===== config.mk =====
export PLATFORM = sky130hd
export DESIGN_NAME = gbe_idle_corrector
export DESIGN_NICKNAME = d
export VERILOG_FILES = /design/src/rtl/gbe_idle_pkg.sv /design/src/rtl/idle_code_classify.sv /design/src/rtl/idle_seq_fsm.sv /design/src/rtl/gbe_idle_corrector.sv
export SDC_FILE = /design/constraint.sdc
export NUM_CORES = 1
export LEC_CHECK = 0
export BUFFER_PORTS_ARGS = -buffer_cell sky130_fd_sc_hd__clkbuf_2
export CAP_MARGIN = 5
export CORE_AREA = 4 4 41 43
export CTS_BUF_LIST = sky130_fd_sc_hd__clkbuf_2 sky130_fd_sc_hd__clkbuf_4 sky130_fd_sc_hd__clkbuf_8
export DETAILED_ROUTE_END_ITERATION = 8
export DIE_AREA = 0 0 45 47
export MAX_ROUTING_LAYER = met4
export PLACE_DENSITY = 0.75
export SYNTH_ARGS = -nofsm -noshare
export SYNTH_HDL_FRONTEND = slang
export SYNTH_HIERARCHICAL = 1
export SYNTH_SLANG_ARGS = --single-unit
export TNS_END_PERCENT = 100

===== constraint.sdc =====
create_clock -name clk -period 2.1 [get_ports clk]
set_input_delay 0.42 -clock clk [delete_from_list [all_inputs] [get_ports clk]]
set_output_delay 0.42 -clock clk [all_outputs]
set_load 0.005 [all_outputs]

===== src/rtl/gbe_idle_pkg.sv =====
package gbe_idle_pkg;
    localparam int BYTE_W = 8;
    localparam logic [BYTE_W-1:0] CODE_COMMA = 8'hBC;
    localparam logic [BYTE_W-1:0] CODE_IDLE1 = 8'hC5;
    localparam logic [BYTE_W-1:0] CODE_IDLE2 = 8'h50;
    localparam logic [BYTE_W-1:0] CODE_CFG1  = 8'hB5;
    localparam logic [BYTE_W-1:0] CODE_CFG2  = 8'h42;

    typedef enum logic [0:0] {
        ST_PLAIN      = 1'b0,
        ST_COMMA_SEEN = 1'b1
    } seq_state_t;
endpackage


===== src/rtl/idle_code_classify.sv =====
module idle_code_classify
    import gbe_idle_pkg::*;
(
    input  logic [BYTE_W-1:0] code,
    input  logic              is_ctrl,
    output logic              is_comma,
    output logic              is_cfg
);
    always_comb begin
        is_comma = is_ctrl && (code == CODE_COMMA);
        is_cfg   = !is_ctrl && ((code == CODE_CFG1) || (code == CODE_CFG2));
    end
endmodule


===== src/rtl/idle_seq_fsm.sv =====
module idle_seq_fsm
    import gbe_idle_pkg::*;
(
    input  logic clk,
    input  logic rst,
    input  logic vld,
    input  logic is_comma,
    input  logic rd_pos,
    output logic armed,
    output logic held_pos
);
    seq_state_t state_q, state_d;
    logic       held_q, held_d;

    always_ff @(posedge clk) begin
        if (rst) begin
            state_q <= ST_PLAIN;
            held_q  <= 1'b0;
        end else begin
            state_q <= state_d;
            held_q  <= held_d;
        end
    end

    always_comb begin
        state_d = state_q;
        held_d  = held_q;
        if (vld) begin
            unique case (state_q)
                ST_PLAIN: begin
                    if (is_comma) begin
                        state_d = ST_COMMA_SEEN;
                        held_d  = rd_pos;
                    end
                end
                ST_COMMA_SEEN: begin
                    if (is_comma) begin
                        state_d = ST_COMMA_SEEN;
                        held_d  = rd_pos;
                    end else begin
                        state_d = ST_PLAIN;
                    end
                end
                default: state_d = ST_PLAIN;
            endcase
        end
    end

    assign armed    = (state_q == ST_COMMA_SEEN);
    assign held_pos = held_q;

    p_gap_holds_r8: assert property (@(posedge clk) disable iff (rst)
        !vld |=> $stable(armed) && $stable(held_pos));
    p_comma_arms_r5: assert property (@(posedge clk) disable iff (rst)
        vld && is_comma |=> armed);
    p_sample_r7: assert property (@(posedge clk) disable iff (rst)
        vld && is_comma |=> held_pos == $past(rd_pos));
endmodule


===== src/rtl/gbe_idle_corrector.sv =====
module gbe_idle_corrector
    import gbe_idle_pkg::*;
(
    input  logic              clk,
    input  logic              rst,
    input  logic              in_vld,
    input  logic [BYTE_W-1:0] in_byte,
    input  logic              in_ctrl,
    input  logic              enc_rd_pos,
    output logic              out_vld,
    output logic [BYTE_W-1:0] out_byte,
    output logic              out_ctrl
);
    logic              is_comma, is_cfg, armed, held_pos, replace;
    logic [BYTE_W-1:0] byte_d;

    idle_code_classify u_classify (
        .code     (in_byte),
        .is_ctrl  (in_ctrl),
        .is_comma (is_comma),
        .is_cfg   (is_cfg)
    );

    idle_seq_fsm u_fsm (
        .clk      (clk),
        .rst      (rst),
        .vld      (in_vld),
        .is_comma (is_comma),
        .rd_pos   (enc_rd_pos),
        .armed    (armed),
        .held_pos (held_pos)
    );

    always_comb begin
        replace = armed && in_vld && !in_ctrl && !is_cfg;
        byte_d  = in_byte;
        if (replace) byte_d = held_pos ? CODE_IDLE1 : CODE_IDLE2;
    end

    always_ff @(posedge clk) begin
        if (rst) begin
            out_vld  <= 1'b0;
            out_byte <= '0;
            out_ctrl <= 1'b0;
        end else begin
            out_vld  <= in_vld;
            out_byte <= byte_d;
            out_ctrl <= in_ctrl;
        end
    end

    p_vld_delay_r1: assert property (@(posedge clk) disable iff (rst)
        in_vld |=> out_vld);
    p_vld_quiet_r1: assert property (@(posedge clk) disable iff (rst)
        !in_vld |=> !out_vld);
    p_ctrl_flag_r10: assert property (@(posedge clk) disable iff (rst)
        in_vld |=> out_ctrl == $past(in_ctrl));
    p_idle1_r2: assert property (@(posedge clk) disable iff (rst)
        in_vld && armed && held_pos && !in_ctrl && !is_cfg |=> out_byte == CODE_IDLE1);
    p_idle2_r3: assert property (@(posedge clk) disable iff (rst)
        in_vld && armed && !held_pos && !in_ctrl && !is_cfg |=> out_byte == CODE_IDLE2);
    p_cfg_pass_r4: assert property (@(posedge clk) disable iff (rst)
        in_vld && is_cfg |=> out_byte == $past(in_byte));
    p_ctrl_pass_r5: assert property (@(posedge clk) disable iff (rst)
        in_vld && in_ctrl |=> out_byte == $past(in_byte));
    p_plain_pass_r6: assert property (@(posedge clk) disable iff (rst)
        in_vld && !armed |=> out_byte == $past(in_byte));
endmodule


# After elaboration in Yosys (flattened, before gate mapping)
# Index checks and enable logic that the tools add are counted.
[totals]
ff_bits = 12
wordCells = 21
out_inout_bits = 10
in_bits = 13
[classes]
n_eq_ne = 3
n_reduce_logical = 9
n_mux = 4
[op_table]
columns = ["cell", "n"]
rows = [
  ["equality test 8 bit, second input constant", 2],
  ["2-to-1 mux 8 bit", 2],
  ["equality test 8 x 7 -> 1 bit, second input constant", 1],
  ["logical AND 1 bit", 5],
  ["zero test 1 bit", 2],
  ["2-to-1 mux 1 bit", 2],
  ["AND reduction 2 bit", 1],
  ["logical OR 1 bit", 1],
]

# Depth between registers and ports, before layout
# Gate-level depths: netlist (run 1).
[depth]
word_depth = 6
ltp_mapped = 5
ltp_nobuf = 5

# Modules after synthesis
# Netlist (run 1), hierarchy kept.
[modules_own_cells]
columns = ["mod", "cells_per_inst", "area_each_um2", "n_inst", "seq_area_each_um2"]
rows = [
  ["gbe_idle_corrector", 30, 356.6, 1, 200.2],
  ["idle_seq_fsm", 7, 77.6, 1, 40.0],
  ["idle_code_classify", 9, 67.6, 1, 0.0],
]

# Least setup slack after synthesis (run 1)
# No wires, ideal clock.
[synth_timing]
path_type = "input to register"
startpoint = "input port in_byte[5]"
endpoint = "register out_byte[4]"
setup_ns = 0.121
cell_stages = 5
t_required_ns = 1.979
n_path_buf = 0
setup_slack_ns = 0.189
arrival_time_ns = 1.790
path_cell_list = "or4b_1 > nor4b_2 > o21a_1 > and4bb_4 > mux2_4"
[synth_via]
elab_chain_len = 6
word_cells_on_any_way = 7
cone_classes = "eq/ne (2); mux (1); reduce/logical (4)"
[synth_lines]
columns = ["item", "line_no", "text"]
rows = [
  ["start: declaration", "gbe_idle_corrector.sv:7", "input logic [BYTE_W-1:0] in_byte,"],
  ["equality test 8 bit / equality test 8 x 7 -> 1 bit (equally long branches)", "idle_code_classify.sv:11", "is_cfg = !is_ctrl && ((code == CODE_CFG1) || (code == CODE_CFG2));"],
  ["logical OR 1 bit *", "idle_code_classify.sv:11", ""],
  ["logical AND 1 bit *", "idle_code_classify.sv:11", ""],
  ["named net is_cfg", "gbe_idle_corrector.sv:14", "logic is_comma, is_cfg, armed, held_pos, replace;"],
  ["zero test 1 bit *", "gbe_idle_corrector.sv:35", "replace = armed && in_vld && !in_ctrl && !is_cfg;"],
  ["logical AND 1 bit *", "gbe_idle_corrector.sv:35", ""],
  ["2-to-1 mux 8 bit *", "gbe_idle_corrector.sv:37", "if (replace) byte_d = held_pos ? CODE_IDLE1 : CODE_IDLE2;"],
  ["end signal: assignment", "gbe_idle_corrector.sv:47", "out_byte <= byte_d;"],
  ["end: declaration", "gbe_idle_corrector.sv:11", "output logic [BYTE_W-1:0] out_byte,"],
]
# Mark *: on every way through the listed nets, which the timed path passes. The rest lies on a longest branch.
# A chain may end at the register's enable or synchronous reset.

# Final worst setup path (run 1)
# Ends and elaborated chain as after synthesis.

==> metrics.txt, run 1 <==
Max VDD drop just over 0.4 mV; Area Overhead vs Synth 33.42%; skew final approximately 0.0018 ns; HPWL after detailed placement 813.4 um; Total Wirelength slightly above 1000 um; max_cap viols 0; share of layout cells above drive strength 1 between 40% and 50%; max layer used met4; CP top delay family simple AND/OR/NAND/NOR gates; post-synth top area share a little under half; Synth area leader dfxtp_1; P_leak slightly above 0.3 nW; total setup buffers inserted after CTS 0; Port Buf Inserts 22; final hold violation count 0; WHS Path Cells 3; fmax 570.8 MHz; Die ar. around 2100 um^2; Seq cells post-synth 12; buffer and inverter count on the worst path 1; Avg Cell Area, Syn 10.91 um^2; Routed WL per cell between 10 and 15 um; I/O pin count 23; vias in the first global route roughly 380; hold_ws 0.3834 ns; status completed; # resized after CTS 0; vias per cell 4.874; largest net degree at the start of global routing 15; Critical Path Max Stage Delay around 0.52 ns; critical path arrival 1.92 ns; Seq/Total Area, Yosys a little under half; Pwr per Cell Area around 700 nW/um^2; root buffer cell clkbuf_4; synth top area cells dfxtp_1, mux2i_1, nand2b_1, nor3b_1, nor2b_1; Critical Path Source Type input pin; Clock Latency Late Sink approximately 0.27 ns; WP depth 6; CTS Hold Bufs 0; die width 45 um; first-pass GRT wire length between 1500 and 2000 um; GPL Wtd Cong approximately 0.8; total number of vias approximately 420; metal3 WL ~74 um; Pre-antenna DRT Iters 4; internal reg-to-reg setup slack approximately 1.0 ns; drt initial violations 3; row count 13; Slew HR between 70% and 80%; CTS Buf Count 3; worst min path class in -> reg; post-synth cell types 21; crit path cell chain clkbuf_2, or4b_1, nor4b_2, o21a_1, and4bb_4, mux2_4; Required @ worst endpoint 2.27 ns; DR DRC count 0; initial antenna violation count 0; Routed Antenna Nets 0; synth warn 6; critical path capture point type register; cell count after synthesis between 40 and 50; Tmin final between 1.5 and 2 ns; syn_nets 59; RSZ-0062 raised after global routing false; n_diodes 0; Core Box Area approximately 1300 um^2; Worst Tran Pin Value between 0.3 and 0.4 ns; metal2 WL about 550 um; GRT Util Overall around an eighth; mapped cell area roughly 500 um^2; slowest CP cell or4b_1; GR Overflow Total 0; CTS tree done; # nets final 86; reg2reg path depth 2; clock sink count 12; Met1 Routed Length roughly 400 um; H-tree depth 1; Worst Path Class, Setup in -> reg; Bufs on Longest Clock Path 2; Starting Density about 39%; Tcrit/Tclk final a little over four fifths; # setup viols final 0; worst-path maximum fanout 5; Slew Viols, Final 0; die height 47 um; setup_tns 0 ns; clock transition time at the flip-flop clock pins of the worst setup and hold paths roughly 0.070 ns
[power breakdown]
group	total (mW)	switching, mW	internal [mW]
registers	0.240	0.00229	0.238
clock network	0.179	0.0738	0.105
logic	0.0491	0.0225	0.0265
[tightest hold or removal path, cell delays in order]
cell and delay, ns:
clkbuf_2 0.09, inv_1 0.05, a21oi_1 0.05
[area by class of cell]
| type | count | area, um^2 |
|---|---|---|
| clock buffers | 4 | 36.28 |
| fillers | 132 | 631.9 |
| multi-input cells | 32 | 252.7 |
| flip-flops and latches | 12 | 240.2 |
| well taps | 15 | 18.77 |
| repair buffers | 23 | 117.6 |
| inverters | 1 | 3.754 |
[final timing paths]
kind / start / to
setup / recovery: in_byte[5] / out_byte[4]
hold / removal: in_byte[6] / out_byte[6]
setup reg to reg: u_fsm/armed / out_byte[4]
hold reg to reg: u_fsm/armed / u_fsm/armed
[cells in the mapped netlist, drive strengths merged]
| cell type | count |
|---|---|
| nand4 | 1 |
| nor3b | 3 |
| nand2b | 4 |
| buf | 1 |
| and4bb | 1 |
| inv | 1 |
| mux2i | 4 |
| nor2 | 4 |
| a21oi | 2 |
| nand4bb | 1 |
| nand3 | 2 |
| a21bo | 1 |
| or4bb | 1 |
| nor3 | 1 |
| dfxtp | 12 |
| or4b | 1 |
| nor4b | 1 |
| mux2 | 1 |
| o21a | 1 |
| nor2b | 3 |
[through the flow]
stage / total power, mW / instances / cell area, um^2 / worst slack (ns) / util, %
3_3_place_gp: 0.2944 / 83 / 633.1 / 0.06712 / 48.65
2_1_floorplan: 0.2641 / 46 / 501.7 / 0.1890 / -
3_5_place_dp: 0.2956 / 83 / 633.1 / 0.05444 / 48.65
4_1_cts: 0.4772 / 87 / 669.4 / 0.3516 / 51.44
5_1_grt: 0.4990 / 87 / 669.4 / 0.3161 / 51.44
6_report: 0.4682 / 87 / 669.4 / 0.3480 / 51.44
[cells by family (layout without fill, tap and decap cells)]
logic type | Yosys count | in the layout | synth area share (%)
mux | 5 | 5 | 10.97
simple gates | 23 | 23 | 33.17
flops | 12 | 12 | 47.88
buf+inv | 2 | 28 | 1.744
compound gates | 4 | 4 | 6.234
[routing by layer]
layer	up-vias	global-route usage [%]
li1	216	-
met1	193	11.52
met2	13	19.77
met3	2	6.897
met4	0	7.018
met5	-	-
[flip-flops by register name, summed over array words and instances, names as in the netlist]
name            count
u_fsm/armed         1
out_ctrl            1
out_vld             1
out_byte            8
u_fsm/held_pos      1
[layout by cell type, fill, tap and decap left out]
cell       netlist  layout
mux2_4           1       1
buf_4            0       1
or4bb_1          1       1
nor2_1           4       4
mux2i_1          4       4
or4b_1           1       1
dfxtp_1         12      12
clkbuf_2         0      22
nor2b_1          3       3
a21oi_1          1       1
nand4bb_1        1       1
nand4_1          1       1
nor3b_1          3       3
clkbuf_8         0       1
clkbuf_4         0       3
o21a_1           1       1
nand2b_1         4       4
nor4b_2          1       1
nor3_1           1       1
a21bo_1          1       1
inv_1            1       1
nand3_1          2       2
a21oi_2          1       1
and4bb_4         1       1
Note: power is estimated with default switching activity, not from simulation.
==> run 2, diff against run 1 <==
- PLACE_DENSITY: 0.75 -> 0.77
- clock period: 2.1 -> 1.6 ns (I/O delays scaled with it)
==> run 2 against run 1 <==
  * The run now ends with setup timing left
  * Clock power rose by 40%
  * Highest routed layer unchanged
  * Sequential power rose by 31%
  * Largest cell class unchanged
  * Clock skew barely moved
  * Largest power group unchanged
==> metrics.txt, run 2 (synthesis gave the netlist of run 1 again) <==
status finished with violations; failing checks setup timing; Finished Cell Area between 700 and 800 um^2; share of layout cells above drive strength 1 50.63%; Worst Path Class, Setup in -> reg; CTS Hold Bufs 0; Tcrit/Tclk final 103.8%; # setup viols final 5; GPL Wtd Cong about 0.80; CP startpoint in_byte[5]; slowest CP cell or4b_4; die height between 40 and 50 um; Pwr per Cell Area roughly 860 nW/um^2; max FFs per register 8; most common cell after layout, fill and taps aside clkbuf_2; Area Overhead vs Synth 49.38%; critical path capture point type register; Critical Path Max Stage Delay 0.54 ns; DR DRC count 0; Routed WL per cell roughly 13 um; largest net degree at the start of global routing 15; Total Wirelength 1189 um; Tmin final approximately 1.7 ns; Bufs on Longest Clock Path 2; Routed Antenna Nets 0; HPWL after detailed placement 874.7 um; # nets final 93; vias in the first global route approximately 430; Critical Path Source Type input pin; most frequent cells in the layout clkbuf_2, dfxtp_1, buf_4; clock transition time at the flip-flop clock pins of the worst setup and hold paths roughly 0.080 ns; R2R Path Start u_fsm/armed; Starting Density 38.56%; clock sink count 12; n_diodes 0; first-pass GRT wire length between 1500 and 2000 um; RSZ-0062 raised after global routing true; CTS Buf Count 3; I/O pin count 23; GR Overflow Total 0; skew final 0.001347 ns; Place WS -0.3156 ns; Top reg by flops out_byte; Final Util a little under three fifths; Port Buf Inserts 22; CTS tree done; worst setup margin -0.06051 ns; Max VDD drop around 0.59 mV; internal reg-to-reg setup slack ~0.56 ns; Critical R2R Capture out_byte[4]; initial antenna violation count 0; post-route total power between 600 and 700 uW; die width 45 um; Required @ worst endpoint 1.77 ns; critical path arrival ~1.8 ns; reg2reg path depth 2; worst-path maximum fanout 3; Critical Path End out_byte[4]; Slew HR between 80 and 90%; H-tree depth 1; root buffer cell clkbuf_4; crit path cell chain buf_6, or4b_4, nor4b_4, o21a_1, and4bb_4, mux2_4; total setup buffers inserted after CTS 0; GRT Util Overall between 10 and 15%; Worst Tran Pin Value ~0.26 ns; Clock Latency Late Sink 0.28 ns; row count 13; P_leak approximately 0.36 nW; max_cap viols 0; Slew Viols, Final 0; drt initial violations 1; worst min path class in -> reg; Core Box Area approximately 1300 um^2; Pre-antenna DRT Iters 2; total number of vias 455; vias per cell ~4.8; placed inst area around 690 um^2; fmax 602.2 MHz; final hold violation count 0; Die ar. about 2100 um^2
run 2: stage by stage:
stage	cells	hold WS, ns	setup TNS (ns)
floorplan	46	0.3824	-0.2749
global placement	90	0.5059	-2.027
detailed placement	90	0.5219	-2.238
CTS	94	0.2695	-0.009843
global route	94	0.2784	-0.2092
finish	94	0.2763	-0.1460
run 2: metal layers:
metal | GRT usage, % | wire length, um | vias up
met1 | 12.93 | 442 | 213
li1 | - | - | 231
met2 | 22.03 | 678 | 9
met5 | - | 0 | -
met3 | 3.448 | 53 | 2
met4 | 7.018 | 14 | 0
run 2: how the worst min path moves through the flow:
stage,from,end,slack [ns],cells past startpoint
detailed placement,u_fsm/armed,u_fsm/armed,0.52,2
global placement,u_fsm/armed,u_fsm/armed,0.51,2
floorplan,rst,u_fsm/held_pos,0.38,1
finish,enc_rd_pos,u_fsm/held_pos,0.28,3
CTS,enc_rd_pos,u_fsm/held_pos,0.27,3
global route,enc_rd_pos,u_fsm/held_pos,0.28,3
run 2: critical path: cells and delay by family:
family	cells	cell delay, ns
compound gates	1	0.14
buf+inv	1	0.09
simple gates	3	0.98
mux	1	0.29
run 2: cell type report:
| type | instances | area (um^2) |
|---|---|---|
| tap | 15 | 18.77 |
| clock buffer | 4 | 36.28 |
| fill | 131 | 551.8 |
| multi-input combinational | 32 | 270.3 |
| inverter | 1 | 3.754 |
| timing repair buffer | 30 | 180.2 |
| sequential | 12 | 240.2 |
run 2: timing repair:
action	in CTS	in global routing
pin swaps	0	1
resized for setup	1	4
setup endpoints to repair	2	6
run 2: power breakdown:
group	leakage [nW]	switching (mW)	internal (mW)
registers	0.0995	0.00319	0.312
logic	0.236	0.0330	0.0433
clock network	0.0210	0.111	0.138
